File: src/rtl/cfc_pkg.sv
`timescale 1ns/1ps
package cfc_pkg;
  typedef enum logic [1:0] {
    OP_SCMP   = 2'd0,
    OP_UCMP   = 2'd1,
    OP_BMATCH = 2'd2,
    OP_XFER   = 2'd3
  } cfc_op_e;

  localparam int FLD_W = 4;
  localparam int FLD_LT = 3;
  localparam int FLD_GT = 2;
  localparam int FLD_EQ = 1;
  localparam int FLD_SO = 0;
endpackage

File: src/rtl/cfc_opsel.sv
`timescale 1ns/1ps
// Builds two (W+1)-bit operands so one signed compare covers every form.
module cfc_opsel #(
  parameter int W  = 64,
  parameter int IW = 16
) (
  input  logic [W-1:0]  a,
  input  logic [W-1:0]  b,
  input  logic [IW-1:0] imm,
  input  logic          use_imm,
  input  logic          is_signed,
  input  logic          dword,
  output logic [W:0]    ax,
  output logic [W:0]    bx
);
  localparam int HW = W / 2;

  logic [W-1:0] b_src;
  logic [W-1:0] a_nar;
  logic [W-1:0] b_nar;

  always_comb begin
    b_src = use_imm ? {{(W-IW){is_signed & imm[IW-1]}}, imm} : b;
    a_nar = dword ? a : {{HW{is_signed & a[HW-1]}}, a[HW-1:0]};
    b_nar = dword ? b_src : {{HW{is_signed & b_src[HW-1]}}, b_src[HW-1:0]};
    ax    = {is_signed & a_nar[W-1], a_nar};
    bx    = {is_signed & b_nar[W-1], b_nar};
  end
endmodule

File: src/rtl/cfc_magcmp.sv
`timescale 1ns/1ps
module cfc_magcmp #(
  parameter int W = 65
) (
  input  logic [W-1:0] x,
  input  logic [W-1:0] y,
  output logic         lt,
  output logic         gt,
  output logic         eq
);
  always_comb begin
    lt = $signed(x) < $signed(y);
    eq = (x == y);
    gt = !lt && !eq;
  end
endmodule

File: src/rtl/cfc_bytehit.sv
`timescale 1ns/1ps
module cfc_bytehit #(
  parameter int W = 64
) (
  input  logic [7:0]   key,
  input  logic [W-1:0] word,
  output logic         hit
);
  localparam int NB = W / 8;

  logic [NB-1:0] lane_hit;

  for (genvar g = 0; g < NB; g++) begin : g_lane
    assign lane_hit[g] = (word[8*g +: 8] == key);
  end

  assign hit = |lane_hit;
endmodule

File: src/rtl/cfc_fieldins.sv
`timescale 1ns/1ps
module cfc_fieldins #(
  parameter int CR_W  = 32,
  parameter int FLD_W = 4,
  localparam int NFLD  = CR_W / FLD_W,
  localparam int IDX_W = $clog2(NFLD)
) (
  input  logic [CR_W-1:0]  base,
  input  logic [FLD_W-1:0] val,
  input  logic [IDX_W-1:0] sel,
  output logic [CR_W-1:0]  merged
);
  for (genvar g = 0; g < NFLD; g++) begin : g_fld
    localparam int HI = CR_W - 1 - FLD_W * g;
    assign merged[HI -: FLD_W] = (sel == IDX_W'(g)) ? val : base[HI -: FLD_W];
  end
endmodule

File: src/rtl/cfc_unit.sv
`timescale 1ns/1ps
module cfc_unit #(
  parameter int DATA_W = 64,
  parameter int IMM_W  = 16,
  parameter int CR_W   = 32,
  localparam int FW    = cfc_pkg::FLD_W,
  localparam int NFLD  = CR_W / FW,
  localparam int IDX_W = $clog2(NFLD)
) (
  input  logic              clk,
  input  logic              rst_n,
  input  logic              issue,
  input  logic [1:0]        op,
  input  logic              dword,
  input  logic              use_imm,
  input  logic [IDX_W-1:0]  fld_sel,
  input  logic [DATA_W-1:0] opa,
  input  logic [DATA_W-1:0] opb,
  input  logic [IMM_W-1:0]  imm,
  input  logic [CR_W-1:0]   cr_in,
  input  logic              so_in,
  input  logic              ov_in,
  input  logic              ov32_in,
  input  logic              ca_in,
  input  logic              ca32_in,
  output logic [CR_W-1:0]   cr_out,
  output logic              res_vld
);
  import cfc_pkg::*;

  // reset: asynchronous assert, two-stage synchronous release
  logic [1:0] rsync;
  logic       rst_ok;

  always_ff @(posedge clk or negedge rst_n) begin
    if (!rst_n) rsync <= 2'b00;
    else        rsync <= {rsync[0], 1'b1};
  end
  assign rst_ok = rsync[1];

  cfc_op_e  op_e;
  logic     is_signed;
  logic [DATA_W:0] ax, bx;
  logic     c_lt, c_gt, c_eq;
  logic     b_hit;
  logic [FW-1:0]   fld_new;
  logic [CR_W-1:0] cr_nxt;
  logic [CR_W-1:0] cr_q;
  logic            vld_q;
  logic            vld_nxt;

  assign op_e      = cfc_op_e'(op);
  assign is_signed = (op_e == OP_SCMP);

  cfc_opsel #(.W(DATA_W), .IW(IMM_W)) u_opsel (
    .a(opa), .b(opb), .imm(imm), .use_imm(use_imm),
    .is_signed(is_signed), .dword(dword), .ax(ax), .bx(bx)
  );

  cfc_magcmp #(.W(DATA_W + 1)) u_cmp (
    .x(ax), .y(bx), .lt(c_lt), .gt(c_gt), .eq(c_eq)
  );

  cfc_bytehit #(.W(DATA_W)) u_bhit (
    .key(opa[7:0]), .word(opb), .hit(b_hit)
  );

  // next-state: field value by operation
  always_comb begin
    fld_new = '0;
    unique case (op_e)
      OP_SCMP, OP_UCMP: begin
        fld_new[FLD_LT] = c_lt;
        fld_new[FLD_GT] = c_gt;
        fld_new[FLD_EQ] = c_eq;
        fld_new[FLD_SO] = so_in;
      end
      OP_BMATCH: fld_new[FLD_GT] = b_hit;
      OP_XFER:   fld_new = {ov_in, ov32_in, ca_in, ca32_in};
      default:   fld_new = '0;
    endcase
  end

  cfc_fieldins #(.CR_W(CR_W), .FLD_W(FW)) u_ins (
    .base(cr_in), .val(fld_new), .sel(fld_sel), .merged(cr_nxt)
  );

  assign vld_nxt = issue;

  // registers, clock enable on issue
  always_ff @(posedge clk or negedge rst_ok) begin
    if (!rst_ok) begin
      cr_q  <= '0;
      vld_q <= 1'b0;
    end else begin
      vld_q <= vld_nxt;
      if (issue) cr_q <= cr_nxt;
    end
  end

  assign cr_out  = cr_q;
  assign res_vld = vld_q;
endmodule

File: config.mk
export PLATFORM = sky130hd
export DESIGN_NAME = cfc_unit
export DESIGN_NICKNAME = d
export VERILOG_FILES = /design/src/rtl/cfc_pkg.sv /design/src/rtl/cfc_opsel.sv /design/src/rtl/cfc_magcmp.sv /design/src/rtl/cfc_bytehit.sv /design/src/rtl/cfc_fieldins.sv /design/src/rtl/cfc_unit.sv
export SDC_FILE = /design/constraint.sdc
export NUM_CORES = 1
export LEC_CHECK = 0
export BUFFER_PORTS_ARGS = -buffer_cell sky130_fd_sc_hd__buf_2
export CAP_MARGIN = 40
export CELL_PAD_IN_SITES_DETAIL_PLACEMENT = 1
export CELL_PAD_IN_SITES_GLOBAL_PLACEMENT = 2
export CORE_MARGIN = 2
export CORE_UTILIZATION = 24
export CTS_BUF_LIST = sky130_fd_sc_hd__clkbuf_8 sky130_fd_sc_hd__clkbuf_16
export CTS_CLUSTER_SIZE = 14
export DETAILED_ROUTE_END_ITERATION = 12
export GPL_ROUTABILITY_DRIVEN = 1
export GPL_TIMING_DRIVEN = 0
export PLACE_DENSITY = 0.82
export SLEW_MARGIN = 20
export SYNTH_ARGS = -nofsm -noshare
export SYNTH_HDL_FRONTEND = slang
export SYNTH_SLANG_ARGS = --single-unit
File: constraint.sdc
create_clock -name clk -period 1.08 [get_ports clk]
set_input_delay 0.054 -clock clk [delete_from_list [all_inputs] [get_ports clk]]
set_output_delay 0.054 -clock clk [all_outputs]
set_load 0.02 [all_outputs]
Word-level counts from Yosys, hierarchy flattened
Index checks and enable logic that the tools add are counted.
Widths: inputs -> output; s select.

word-level totals
  word-level logic and storage cells = 49
  register bits = 35
  output and inout port bits = 33
  input bits = 191

operators by class
  bitwise logic cells = 5
  muxes and demuxes = 14
  equality and inequality tests = 19
  reductions and logical operators = 7
  order comparisons = 1

operator list
  cell                number
  $mux 64             3
  $eq 65x65->1        1
  $lt 65x65->1        1
  $eq 8x8->1          8
  $mux 4              8
  $eq 3x3->1 const B  4
  $reduce_or 8->1     1
  $eq 3x2->1 const B  2
  $and 1x1->1         5
  $eq 2x2->1 const B  2
  $pmux 2 s2          1
  $eq 3x1->1 const B  1
  $logic_not 3->1     1
  $pmux 1 s3          1
  $eq 2x1->1 const B  1
  $logic_not 1->1     2
  $logic_not 2->1     1
  $pmux 1 s2          1
  $reduce_or 2->1     1
  $logic_and 1x1->1   1

Logic depth before layout (Yosys ltp)
Gate-level depths: netlist of the first run.

  word-level depth = 11
  depth in mapped cells = 17
  gate-level depth less buffers = 17

By module
Synthesis of the first run repeated with hierarchy kept, for this count alone.

unflattened totals
  cells, all modules = 707
  area, all modules = 5894.4 um^2

by module, submodules not included
  module        sequential area each (um^2)  area each (um^2)  cells each  times used
  cfc_magcmp    0.0                          1699.1            242         1
  cfc_unit      875.8                        1491.4            86          1
  cfc_opsel     0.0                          1467.7            242         1
  cfc_bytehit   0.0                          805.8             97          1
  cfc_fieldins  0.0                          430.4             40          1

Least setup slack after synthesis of the first run
No wires, ideal clock.

  kind = input port to flip-flop
  start point = in op[1]
  end point = reg cr_q[11], in the netlist cr_out[11]
  library setup time = 0.135 ns
  path buffers = 0
  data required time = 0.945 ns
  arrival time = 3.006 ns
  stages = 17
  setup slack = -2.061 ns
  cells stage by stage = nor2_1 -> nand2_1 -> nand2_1 -> o21ai_0 -> nor3_1 -> nor2_1 -> a21o_1 -> or3_1 -> ha_1 -> nand4_2 -> nor4_4 -> and4_4 -> o311a_1 -> a311oi_1 -> nand2_2 -> mux2i_4 -> a21oi_2

on the way
  cells in the longest elaborated chain, start to end = 9
  elaborated cells on any way between the ends = 15
  those cells by class = 1 x order compare; 2 x eq/ne; 5 x mux; 5 x bitwise; 2 x reduce/logical

RTL lines
  item                  line                            source
  from (decl)           cfc_unit.sv:13                  input logic [1:0] op,
  $logic_not 2->1       cfc_unit.sv:53, cfc_unit.sv:71
  $and 1x1->1           cfc_opsel.sv:23                 b_src = use_imm ? {{(W-IW){is_signed & imm[IW-1]}}, imm} : b;
  $mux 64               cfc_opsel.sv:23
  $and 1x1->1           cfc_opsel.sv:25                 b_nar = dword ? b_src : {{HW{is_signed & b_src[HW-1]}}, b_src[HW-1:0]};
  $mux 64               cfc_opsel.sv:25
  $and 1x1->1           cfc_opsel.sv:27                 bx = {is_signed & b_nar[W-1], b_nar};
  $lt 65x65->1          cfc_magcmp.sv:12                lt = $signed(x) < $signed(y);
  $pmux 1 s2 (*)        cfc_unit.sv:71                  unique case (op_e)
  $mux 4 (*)            cfc_fieldins.sv:15              assign merged[HI -: FLD_W] = (sel == IDX_W'(g)) ? val : base[HI -: FLD_W];
  to (signal assigned)  cfc_unit.sv:97                  if (issue) cr_q <= cr_nxt;
  to (decl)             cfc_unit.sv:48                  logic [CR_W-1:0] cr_q;

Every way passes the cells marked *; elsewhere a longest branch is shown, timed or not.
A chain may end at the register's enable or synchronous reset.

Worst setup path in the final report of the first run
  start point = in op[1]
  end point = reg cr_q[14], in the netlist cr_out[14]

on the way
  cells in the longest elaborated chain, start to end = 11
  elaborated cells on any way between the ends = 20
  those cells by class = 1 x order compare; 4 x eq/ne; 5 x mux; 5 x bitwise; 5 x reduce/logical

RTL lines
  item                                          line                                source
  $logic_not 2->1                               cfc_unit.sv:53, cfc_unit.sv:71
  $and 1x1->1                                   cfc_opsel.sv:23
  $mux 64                                       cfc_opsel.sv:23
  $and 1x1->1                                   cfc_opsel.sv:25
  $mux 64                                       cfc_opsel.sv:25
  $and 1x1->1                                   cfc_opsel.sv:27
  $lt 65x65->1 or $eq 65x65->1 (tied branches)  cfc_magcmp.sv:12, cfc_magcmp.sv:13
  $logic_not 1->1                               cfc_magcmp.sv:14                    gt = !lt && !eq;
  $logic_and 1x1->1                             cfc_magcmp.sv:14
  $pmux 1 s3 (*)                                cfc_unit.sv:71
  $mux 4 (*)                                    cfc_fieldins.sv:15

Marks and branches as above.

==> out/metrics.cfg, run 1 <==
[worst_setup_path]
path_max_fanout = 10
crit_start = op[1]
r2r_end = cr_out[27]
rrSetupSlack_ps = 260
start_kind = primary input
worstSetupEndpointType = flop
crit_path_end = cr_out[14]
rr_worst_depth = 0
arrival_ps = 3190
cp.required_ps = 1220
crit_type = primary input to flop
reg2reg_from = rsync[1]

[timing]
fin_hold_ws_ps = 45.1
finalCritPeriodShare_pct = 283
fin_setup_tns_ps = -46010
fmax_mhz = 327
tightest_slew_ps = 736
report.final.slew_viol_count = 0
worst_slack_ps = -1970
period_minus_slack_ps = 3050
setup_viol = 24
rsz0062_at_grt = true
finalClockSkew_ps = 7.11
relSlewSlack_pct = 50.9
final_hold_viol_count = 0

[floorplan]
dieArea_um2 = 21700
io_pins = 224
rows = 52
die_x_um = 147
die_h_um = 147
initial_utilization_pct = 24.4
core_area_um2 = 20200

[synth]
synth-main-ff-cell = dfrtp_1
yosys.area_share.simple_pct = 13.5
syn-cell-area_um2 = 4940
synth_top_family_by_area = compound AO/OA/AOI/OAI gates
seq_area_frac_synth_pct = 17.7
synth_edf_count = 0
mappedNetlistNets = 879
ys_types = 48
syn_area_per_cell_um2 = 7.92
async_flop_share_pct = 100
synthXorXnorAreaFrac_pct = 11.4
synth_warnings = 0
synth_compound_area_share_pct = 27.1
syn_inst = 623
synthAdderAreaFrac_pct = 16.5
ys_ff_latch = 35
synth_mux_area_share_pct = 7.38

[drt]
drc = 0
vias_per_cell = 4.80
drt-wirelength-per-cell_um = 17.5
postRouteAntennaNets = 0
finalWirelength_um = 19900
drt_iter0_drc = 122
first_pass_iters = 4
routed-via-count = 5448

[global_route]
antenna_found_initial = 2
grt_pass1_wl_um = 31100
grt_max_degree = 34
grt_pass1_vias = 5750
grt_usage_pct = 18.0
grt_overflow_total = 0

[flow_run]
maxCapViolCount = 0

[final_layout]
mostFrequentLayoutCell = buf_2
fin_cells = 1136
final_cell_area_um2 = 6990
final_cell_mix = buf_2 (228), ha_1 (63), a21oi_1 (59), o21ai_0 (59), xor2_1 (48)
final_nets = 1119
syn_to_final_growth_pct = 41.5
drive_above_1_share_pct = 38.1
final_core_util_pct = 34.5

[placement]
dpl.cell_count = 1114
io_buffer_count = 221
hpwl_um = 16600
finalWeightedCongestion = 0.828
pre_cts_slack_ps = -3050
dpl-instance-area_um2 = 6470

[cts]
cts_tree = done
cts_buffers = 5
cts_max_path_buffers = 2
cts_sinks = 35
path_clk_slew_ps = 50
cts_root_buf = clkbuf_16
insertion_delay_ps = 280
h-tree-depth = 2

[hold_path]
hold_path.class = primary input to flop
hp-start = cr_in[11]

[pwr]
vdd_drop_max_v = 0.000728
power.leakage_nw = 3.52
p_total_mw = 6.05
powerDensity_nw_per_um2 = 866

[run_status]
run_status = finished with violations
failed_checks = setup timing

==> worst min-delay path by stage <==
stage | to | depth (start not counted)
5_1_grt | cr_out[27] | 3
2_1_floorplan | rsync[0] | 0
6_report | cr_out[11] | 3
3_3_place_gp | rsync[1] | 1
3_5_place_dp | rsync[0] | 1
4_1_cts | cr_out[27] | 3
==> Yosys cell counts, drive strengths merged, types with 17 or more instances <==
cell / count / area [µm²]
dfrtp: 35 / 876
xor2: 48 / 420
o21ai: 65 / 325
mux2: 17 / 191
a21o: 43 / 323
nand2: 37 / 141
ha: 65 / 813
a21oi: 72 / 390
clkbuf: 30 / 113
inv: 42 / 158
==> layer usage <==
metal | part of all wire (%) | GRT usage, % | up-vias
li1 | - | - | 2747
met1 | 47 | 24.0 | 2560
met2 | 48 | 31.8 | 122
met3 | 3.4 | 1.70 | 19
met4 | 1.6 | 3.99 | 0
met5 | 0 | 0 | -
==> state kept, by name (all words and copies together), names as in the netlist <==
register  cells
cr_out       32
res_vld       1
rsync         2
==> critical path, cell delays in order <==
cell and delay, ps:
buf_6 100, nor2_4 130, nand2_1 80, nand2_2 100, o21ai_4 80, nor3_4 190, nor2_4 90, buf_4 180
a21o_1 170, ha_1 290, a21oi_1 170, o21ai_0 130, a221oi_2 300, o2bb2ai_2 120, nor4_4 360, nand2_2 160
a31oi_4 350, a31oi_1 130
==> cell type report <==
class	instances	area, µm²
Tap cell	270	338
Multi-Input combinational cell	506	4000
Clock inverter	1	7.51
Inverter	42	158
Clock buffer	7	153
Antenna cell	2	5.00
Buffer	40	215
Fill cell	2510	13200
Timing Repair Buffer	233	1230
Sequential cell	35	877
==> logic make-up after synthesis <==
group / after synthesis
adders and majority gates: 65
DFF: 35
other: 1
buffers and inverters: 82
muxes: 33
xor gates and xnor gates: 64
AOI/OAI and AO/OA: 220
and+or+nand+nor: 123
==> power by group <==
part           leakage [nW]  internal, mW  switching (mW)
clock network        0.0762         0.980           0.545
registers             0.401          1.46          0.0967
logic                  3.04          1.31            1.66
==> repair_timing <==
action / in CTS / in global routing
gates resized for setup: 28 / 44
endpoints found under the hold margin: 3 / 0
endpoints found under the setup margin: 32 / 28
pin swaps: 17 / 26
hold buffers: 2 / 0
setup buffers: 7 / 2
cloned: 0 / 1
Note: power is estimated with default switching activity, not from simulation.
==> inputs of run 2 (changes only) <==
--- a/config.mk
+++ b/config.mk
@@ -11,7 +11,7 @@
 export CELL_PAD_IN_SITES_GLOBAL_PLACEMENT = 2
 export CORE_MARGIN = 2
 export CORE_UTILIZATION = 24
-export CTS_BUF_LIST = sky130_fd_sc_hd__clkbuf_8 sky130_fd_sc_hd__clkbuf_16
+export CTS_BUF_LIST = sky130_fd_sc_hd__clkbuf_4
 export CTS_CLUSTER_SIZE = 14
 export DETAILED_ROUTE_END_ITERATION = 12
 export GPL_ROUTABILITY_DRIVEN = 1
==> constraint.sdc (replaced) <==
create_clock -name clk -period 1.08 [get_ports clk]
set_input_delay 0.216 -clock clk [delete_from_list [all_inputs] [get_ports clk]]
set_output_delay 0.216 -clock clk [all_outputs]
set_load 0.02 [all_outputs]
==> run 2 against run 1 <==
The run still ends with setup timing left. Maximum frequency fell by 1.3%. Clock skew up 5.5 ps. Largest power group unchanged. First-iteration DRC count increased by 4.1%. Via count grew 1.9%. Largest cell class unchanged.
==> out/metrics.cfg, run 2 (same netlist as run 1, synthesis figures left out) <==
[run_status]
run_status = finished with violations  ; unchanged
failed_checks = setup timing  ; unchanged

[worst_setup_path]
reg2reg_from = cr_out[3]  ; was rsync[1]
arrival_ps = 3320  ; was 3190 ps
r2r_end = cr_out[3]  ; was cr_out[27]
rr_worst_depth = 4  ; was 0
rrSetupSlack_ps = 80  ; was 260 ps
worstSetupEndpointType = flop  ; unchanged
path_max_fanout = 8  ; was 10
slowest_stage = nor4_4  ; unchanged
crit_chain = buf_12 -> nor2_4 -> nand2_2 -> nand2_4 -> o21ai_4 -> nor3_4 -> nor2_4 -> buf_6 -> a21o_1 -> ha_4 -> nand4_1 -> nor4_4 -> and4_4 -> o311a_4 -> a311oi_2 -> nand2_2 -> mux2i_4 -> buf_12 -> a21oi_2  ; was buf_6 -> nor2_4 -> nand2_1 -> nand2_2 -> o21ai_4 -> nor3_4 -> nor2_4 -> buf_4 -> a21o_1 -> ha_1 -> a21oi_1 -> o21ai_0 -> a221oi_2 -> o2bb2ai_2 -> nor4_4 -> nand2_2 -> a31oi_4 -> a31oi_1
critPathTopFamily = simple AND/OR/NAND/NOR gates  ; was compound AO/OA/AOI/OAI gates
start_kind = primary input  ; unchanged
crit_type = primary input to flop  ; unchanged
cp.required_ps = 1310  ; was 1220 ps
worstPathBufferInverterCount = 3  ; was 2
slowest_delay_ps = 380  ; was 360 ps

[cts]
cts_buffers = 5  ; unchanged
insertion_delay_ps = 340  ; was 280 ps
h-tree-depth = 2  ; unchanged
cts_sinks = 35  ; unchanged
cts_root_buf = clkbuf_4  ; was clkbuf_16
cts_tree = done  ; unchanged
path_clk_slew_ps = 120  ; was 50 ps
cts_max_path_buffers = 2  ; unchanged

[placement]
hpwl_um = 16700  ; was 16,600 µm
dpl-instance-area_um2 = 6540  ; was 6470 µm²
dpl.cell_count = 1114  ; unchanged
finalWeightedCongestion = 0.831  ; was 0.828
pre_cts_slack_ps = -3190  ; was -3050 ps
io_buffer_count = 221  ; unchanged

[floorplan]
initial_utilization_pct = 24.4  ; unchanged
die_h_um = 147  ; unchanged
rows = 52  ; unchanged
core_area_um2 = 20200  ; unchanged
die_x_um = 147  ; unchanged
dieArea_um2 = 21700  ; unchanged
io_pins = 224  ; unchanged

[timing]
final_hold_viol_count = 0  ; unchanged
report.final.slew_viol_count = 0  ; unchanged
relSlewSlack_pct = 56.6  ; was 50.9%
rsz0062_at_grt = true  ; unchanged
setup_viol = 56  ; was 24
finalCritPeriodShare_pct = 287  ; was 283%
fmax_mhz = 323  ; was 327 MHz
worst_slack_ps = -2010  ; was -1970 ps
finalClockSkew_ps = 12.6  ; was 7.11 ps
period_minus_slack_ps = 3090  ; was 3050 ps
tightest_slew_ps = 651  ; was 736 ps

[drt]
finalWirelength_um = 20400  ; was 19,900 µm
first_pass_iters = 5  ; was 4
drt_iter0_drc = 127  ; was 122
vias_per_cell = 4.82  ; was 4.80
drt-wirelength-per-cell_um = 17.7  ; was 17.5 µm
postRouteAntennaNets = 0  ; unchanged
drc = 0  ; unchanged
routed-via-count = 5554  ; was 5,448

[global_route]
grt_pass1_wl_um = 31600  ; was 31,100 µm
grt_max_degree = 34  ; unchanged
antenna_found_initial = 6  ; was 2
grt_pass1_vias = 5957  ; was 5,750
grt_usage_pct = 18.3  ; was 18.0%
grt_overflow_total = 0  ; unchanged
met3_usage_pct = 1.57  ; was 1.70%
grt_util_met1_pct = 24.4  ; was 24.0%
busiest_layer = met2  ; unchanged
use_met2_pct = 32.1  ; was 31.8%

[final_layout]
multi_input_area_um2 = 4010  ; was 4000 µm²
drive_above_1_share_pct = 39.1  ; was 38.1%
final_cell_area_um2 = 7250  ; was 6990 µm²
mostFrequentLayoutCell = buf_2  ; unchanged
syn_to_final_growth_pct = 46.8  ; was 41.5%
final_nets = 1132  ; was 1,119
fillers = 2481  ; was 2,510
seq_area_um2 = 877  ; unchanged
largest_register_ffs = 32  ; unchanged
fin_cells = 1153  ; was 1,136
final_cell_mix = buf_2 (198), ha_1 (62), a21oi_1 (60)  ; was buf_2 (228), ha_1 (63), a21oi_1 (59), o21ai_0 (59), xor2_1 (48)

[hold_path]
hold_path.class = primary input to flop  ; unchanged
hp-start = issue  ; was cr_in[11]
holdPathEnd = res_vld  ; was cr_out[11]
min_path_cells = 1  ; was 3

[pwr]
powerDensity_nw_per_um2 = 771  ; was 866 nW/µm²
power.leakage_nw = 3.65  ; was 3.52 nW
vdd_drop_max_v = 0.000359  ; was 0.000728 V

[flow_run]
maxCapViolCount = 0  ; unchanged

==> run 2: changes by cell type in the layout (fill, tap and decap cells not counted), sizes merged <==
cell         change
buf             +18
clkbuf           -5
clkinv           +1
diode            +4
dlygate4sd3      -1
==> run 2: worst max path at each step <==
stage                     startpoint         end  slack, ps  depth (start not counted)
final                          op[0]  cr_out[19]      -2010                         19
after floorplan                op[1]  cr_out[11]      -1990                         17
after global routing           op[0]  cr_out[19]      -2150                         19
after detailed placement       op[0]  cr_out[11]      -3190                         17
after CTS                      op[0]  cr_out[19]      -2180                         19
after global placement         op[0]  cr_out[11]      -3120                         17
==> run 2: metal layers <==
layer / wire length, µm / share of wire (%)
met5: 0 / 0
met4: 394 / 1.9
met3: 704 / 3.5
met2: 9940 / 49
met1: 9360 / 46
==> run 2: area by class of cell <==
cell class / instances / share of cell area (%)
multi-input cells: 506 / 55.3
repair buffers: 246 / 21.4
flip-flops and latches: 35 / 12.1
well taps: 270 / 4.66
plain buffers: 40 / 3.28
inverters: 42 / 2.18
clock buffers: 6 / 0.622
diodes: 6 / 0.207
clock inverters: 2 / 0.173
==> run 2: timing repair <==
action                                 4_1_cts  5_1_grt
resized for setup                           96       39
gates cloned                                 0        1
hold buffers                                 1        0
setup endpoints to repair                   57       57
pin swaps                                   10       11
endpoints found under the hold margin        2        0
buffers inserted                            14        8
==> run 2: stage by stage <==
stage	setup TNS (ps)	hold WS, ps	util (%)	power [mW]
6_report	-47510	32.3	35.8	5.59
5_1_grt	-51790	17.6	35.8	6.02
4_1_cts	-52070	20.6	34.8	5.51
3_5_place_dp	-74660	7.39	32.3	4.40
3_3_place_gp	-87270	0.668	32.3	4.34
2_1_floorplan	-45360	-79.6	-	3.33
==> run 2: power by group <==
| group | internal, mW | switching, mW | leakage [nW] |
|---|---|---|---|
| clock | 0.277 | 0.480 | 0.0317 |
| combinational | 1.56 | 1.69 | 3.22 |
| sequential | 1.46 | 0.119 | 0.401 |
| total | 3.30 | 2.29 | 3.65 |
==> inputs of run 3 (changes only) <==
--- a/config.mk
+++ b/config.mk
@@ -11,7 +11,7 @@
 export CELL_PAD_IN_SITES_GLOBAL_PLACEMENT = 2
 export CORE_MARGIN = 2
 export CORE_UTILIZATION = 24
-export CTS_BUF_LIST = sky130_fd_sc_hd__clkbuf_4
+export CTS_BUF_LIST = sky130_fd_sc_hd__clkbuf_4 sky130_fd_sc_hd__clkbuf_8
 export CTS_CLUSTER_SIZE = 14
 export DETAILED_ROUTE_END_ITERATION = 12
 export GPL_ROUTABILITY_DRIVEN = 1
==> run 3 against run 2 <==
The flow still finishes with violations (setup timing). Critical path depth unchanged. Core utilization is 0.50 points lower. Design area down 1.4%. Sequential power hardly changed. Die area did not move. Via count is essentially flat. Critical endpoint is now cr_out[11]. Highest routed layer unchanged.
==> out/metrics.cfg, run 3 (same netlist as run 1, synthesis figures left out) <==
[final_layout]
seq_area_um2 = 877  ; unchanged
final_core_util_pct = 35.3  ; was 35.8%
final_cell_area_um2 = 7150  ; was 7250 µm²
largest_register_ffs = 32  ; unchanged
final_nets = 1132  ; unchanged
fillers = 2499  ; was 2,481
multi_input_area_um2 = 4020  ; was 4010 µm²
syn_to_final_growth_pct = 44.8  ; was 46.8%
drive_above_1_share_pct = 39.6  ; was 39.1%
mostFrequentLayoutCell = buf_2  ; unchanged
final_cell_mix = buf_2 (221), ha_1 (62), a21oi_1 (60)  ; was buf_2 (198), ha_1 (62), a21oi_1 (60)

[run_status]
run_status = finished with violations  ; unchanged
failed_checks = setup timing  ; unchanged

[worst_setup_path]
cp.required_ps = 1270  ; was 1310 ps
r2r_end = cr_out[3]  ; unchanged
crit_type = primary input to flop  ; unchanged
rr_worst_depth = 3  ; was 4
path_max_fanout = 8  ; unchanged
worstSetupEndpointType = flop  ; unchanged
start_kind = primary input  ; unchanged
rrSetupSlack_ps = 200  ; was 80 ps
reg2reg_from = cr_out[3]  ; unchanged
arrival_ps = 3330  ; was 3320 ps

[pwr]
p_sw_mw = 2.30  ; was 2.29 mW
p_clk_share_pct = 17.5  ; was 13.5%
p_int_mw = 3.37  ; was 3.30 mW
powerDensity_nw_per_um2 = 793  ; was 771 nW/µm²
vdd_drop_max_v = 0.000432  ; was 0.000359 V
sw_frac_of_total_pct = 40.5  ; was 41.0%
power.leakage_nw = 3.62  ; was 3.65 nW
p_seq_share_pct = 27.4  ; was 28.3%
p_comb_share_pct = 55.1  ; was 58.2%

[global_route]
antenna_found_initial = 6  ; unchanged
grt_max_degree = 34  ; unchanged
grt_pass1_vias = 5869  ; was 5,957
grt_overflow_total = 0  ; unchanged
grt_usage_pct = 18.1  ; was 18.3%
grt_pass1_wl_um = 31200  ; was 31,600 µm

[floorplan]
initial_utilization_pct = 24.4  ; unchanged
die_h_um = 147  ; unchanged
dieArea_um2 = 21700  ; unchanged
io_pins = 224  ; unchanged
core_area_um2 = 20200  ; unchanged
rows = 52  ; unchanged
die_x_um = 147  ; unchanged

[cts]
cts_max_path_buffers = 2  ; unchanged
cts_tree = done  ; unchanged
h-tree-depth = 2  ; unchanged
insertion_delay_ps = 300  ; was 340 ps
cts_sinks = 35  ; unchanged
cts_buffers = 5  ; unchanged
path_clk_slew_ps = 80  ; was 120 ps
cts_root_buf = clkbuf_8  ; was clkbuf_4

[placement]
finalWeightedCongestion = 0.831  ; unchanged
dpl-instance-area_um2 = 6540  ; unchanged
io_buffer_count = 221  ; unchanged
hpwl_um = 16700  ; unchanged

[flow_run]
maxCapViolCount = 0  ; unchanged

[drt]
postRouteAntennaNets = 0  ; unchanged
vias_per_cell = 4.82  ; about the same
first_pass_iters = 4  ; was 5
drc = 0  ; unchanged
finalWirelength_um = 20400  ; about the same
routed-via-count = 5555  ; was 5,554
drt_iter0_drc = 117  ; was 127
drt-wirelength-per-cell_um = 17.7  ; about the same

[timing]
worst_slack_ps = -2060  ; was -2010 ps
fmax_mhz = 319  ; was 323 MHz
report.final.slew_viol_count = 0  ; unchanged
rsz0062_at_grt = true  ; unchanged
final_hold_viol_count = 0  ; unchanged
setup_viol = 24  ; was 56
fin_hold_ws_ps = 78.4  ; was 32.3 ps
period_minus_slack_ps = 3140  ; was 3090 ps
finalCritPeriodShare_pct = 291  ; was 287%
finalClockSkew_ps = 4.49  ; was 12.6 ps

[hold_path]
hold_path.class = primary input to flop  ; unchanged
hp-start = issue  ; unchanged
holdPathEnd = res_vld  ; unchanged
min_path_cells = 1  ; unchanged

## run 3: final cells by class
cell class / instances / area share (%)
Sequential cell: 35 / 12.3
Multi-Input combinational cell: 506 / 56.2
Timing Repair Buffer: 246 / 19.7
Buffer: 40 / 3.36
Clock inverter: 2 / 0.175
Inverter: 42 / 2.21
Antenna cell: 6 / 0.210
Clock buffer: 6 / 1.07
Tap cell: 270 / 4.73
## run 3: worst max-delay path, cell delays in order
cell and delay, ps:
buf_12 110, nor2_4 120, nand2_2 80, nand2_4 90, o21ai_4 70, nor3_4 190
nor2_4 80, buf_6 130, a21o_1 180, ha_4 270, nand4_1 200, nor4_4 380
and4_4 330, o311a_4 200, a311oi_2 50, nand2_2 160, mux2i_4 260, buf_12 160
a21oi_2 60
## run 3: stage by stage
step / TNS [ps] / std cells / setup WS, ps / power (mW)
4_1_cts: -52310 / 1135 / -2250 / 5.53
3_3_place_gp: -87270 / 1114 / -3120 / 4.34
6_report: -47690 / 1153 / -2060 / 5.67
2_1_floorplan: -45360 / 623 / -1990 / 3.33
5_1_grt: -51460 / 1153 / -2220 / 6.10
3_5_place_dp: -74660 / 1114 / -3190 / 4.40
## run 3: routing by layer
layer	track usage (%)	vias to the layer above	wire (µm)
li1	-	2770	-
met1	24.3	2616	9390
met2	31.3	141	9860
met3	1.45	28	684
met4	4.81	0	430
met5	0	-	0
## run 3: worst max path at each step
stage | to | slack (ps) | cells past startpoint | startpoint
5_1_grt | cr_out[11] | -2220 | 19 | op[0]
2_1_floorplan | cr_out[11] | -1990 | 17 | op[1]
6_report | cr_out[11] | -2060 | 19 | op[0]
4_1_cts | cr_out[11] | -2250 | 19 | op[0]
3_3_place_gp | cr_out[11] | -3120 | 17 | op[0]
3_5_place_dp | cr_out[11] | -3190 | 17 | op[0]
## run 3: power by group through the flow
stage / clock, mW / combinational, mW / sequential, mW
finish: 0.993 / 3.12 / 1.55
global route: 1.05 / 3.47 / 1.57
CTS: 1.01 / 2.95 / 1.56
detailed placement: 0 / 2.82 / 1.59
global placement: 0 / 2.76 / 1.58
floorplan: 0 / 1.58 / 1.76
## run 3: timing repair
item,4_1_cts,5_1_grt
endpoints found under the hold margin,2,0
pin swaps,9,10
setup endpoints to repair,27,40
resized for setup,32,64
buffers inserted,12,10
cloned,0,1
hold buffers,1,0
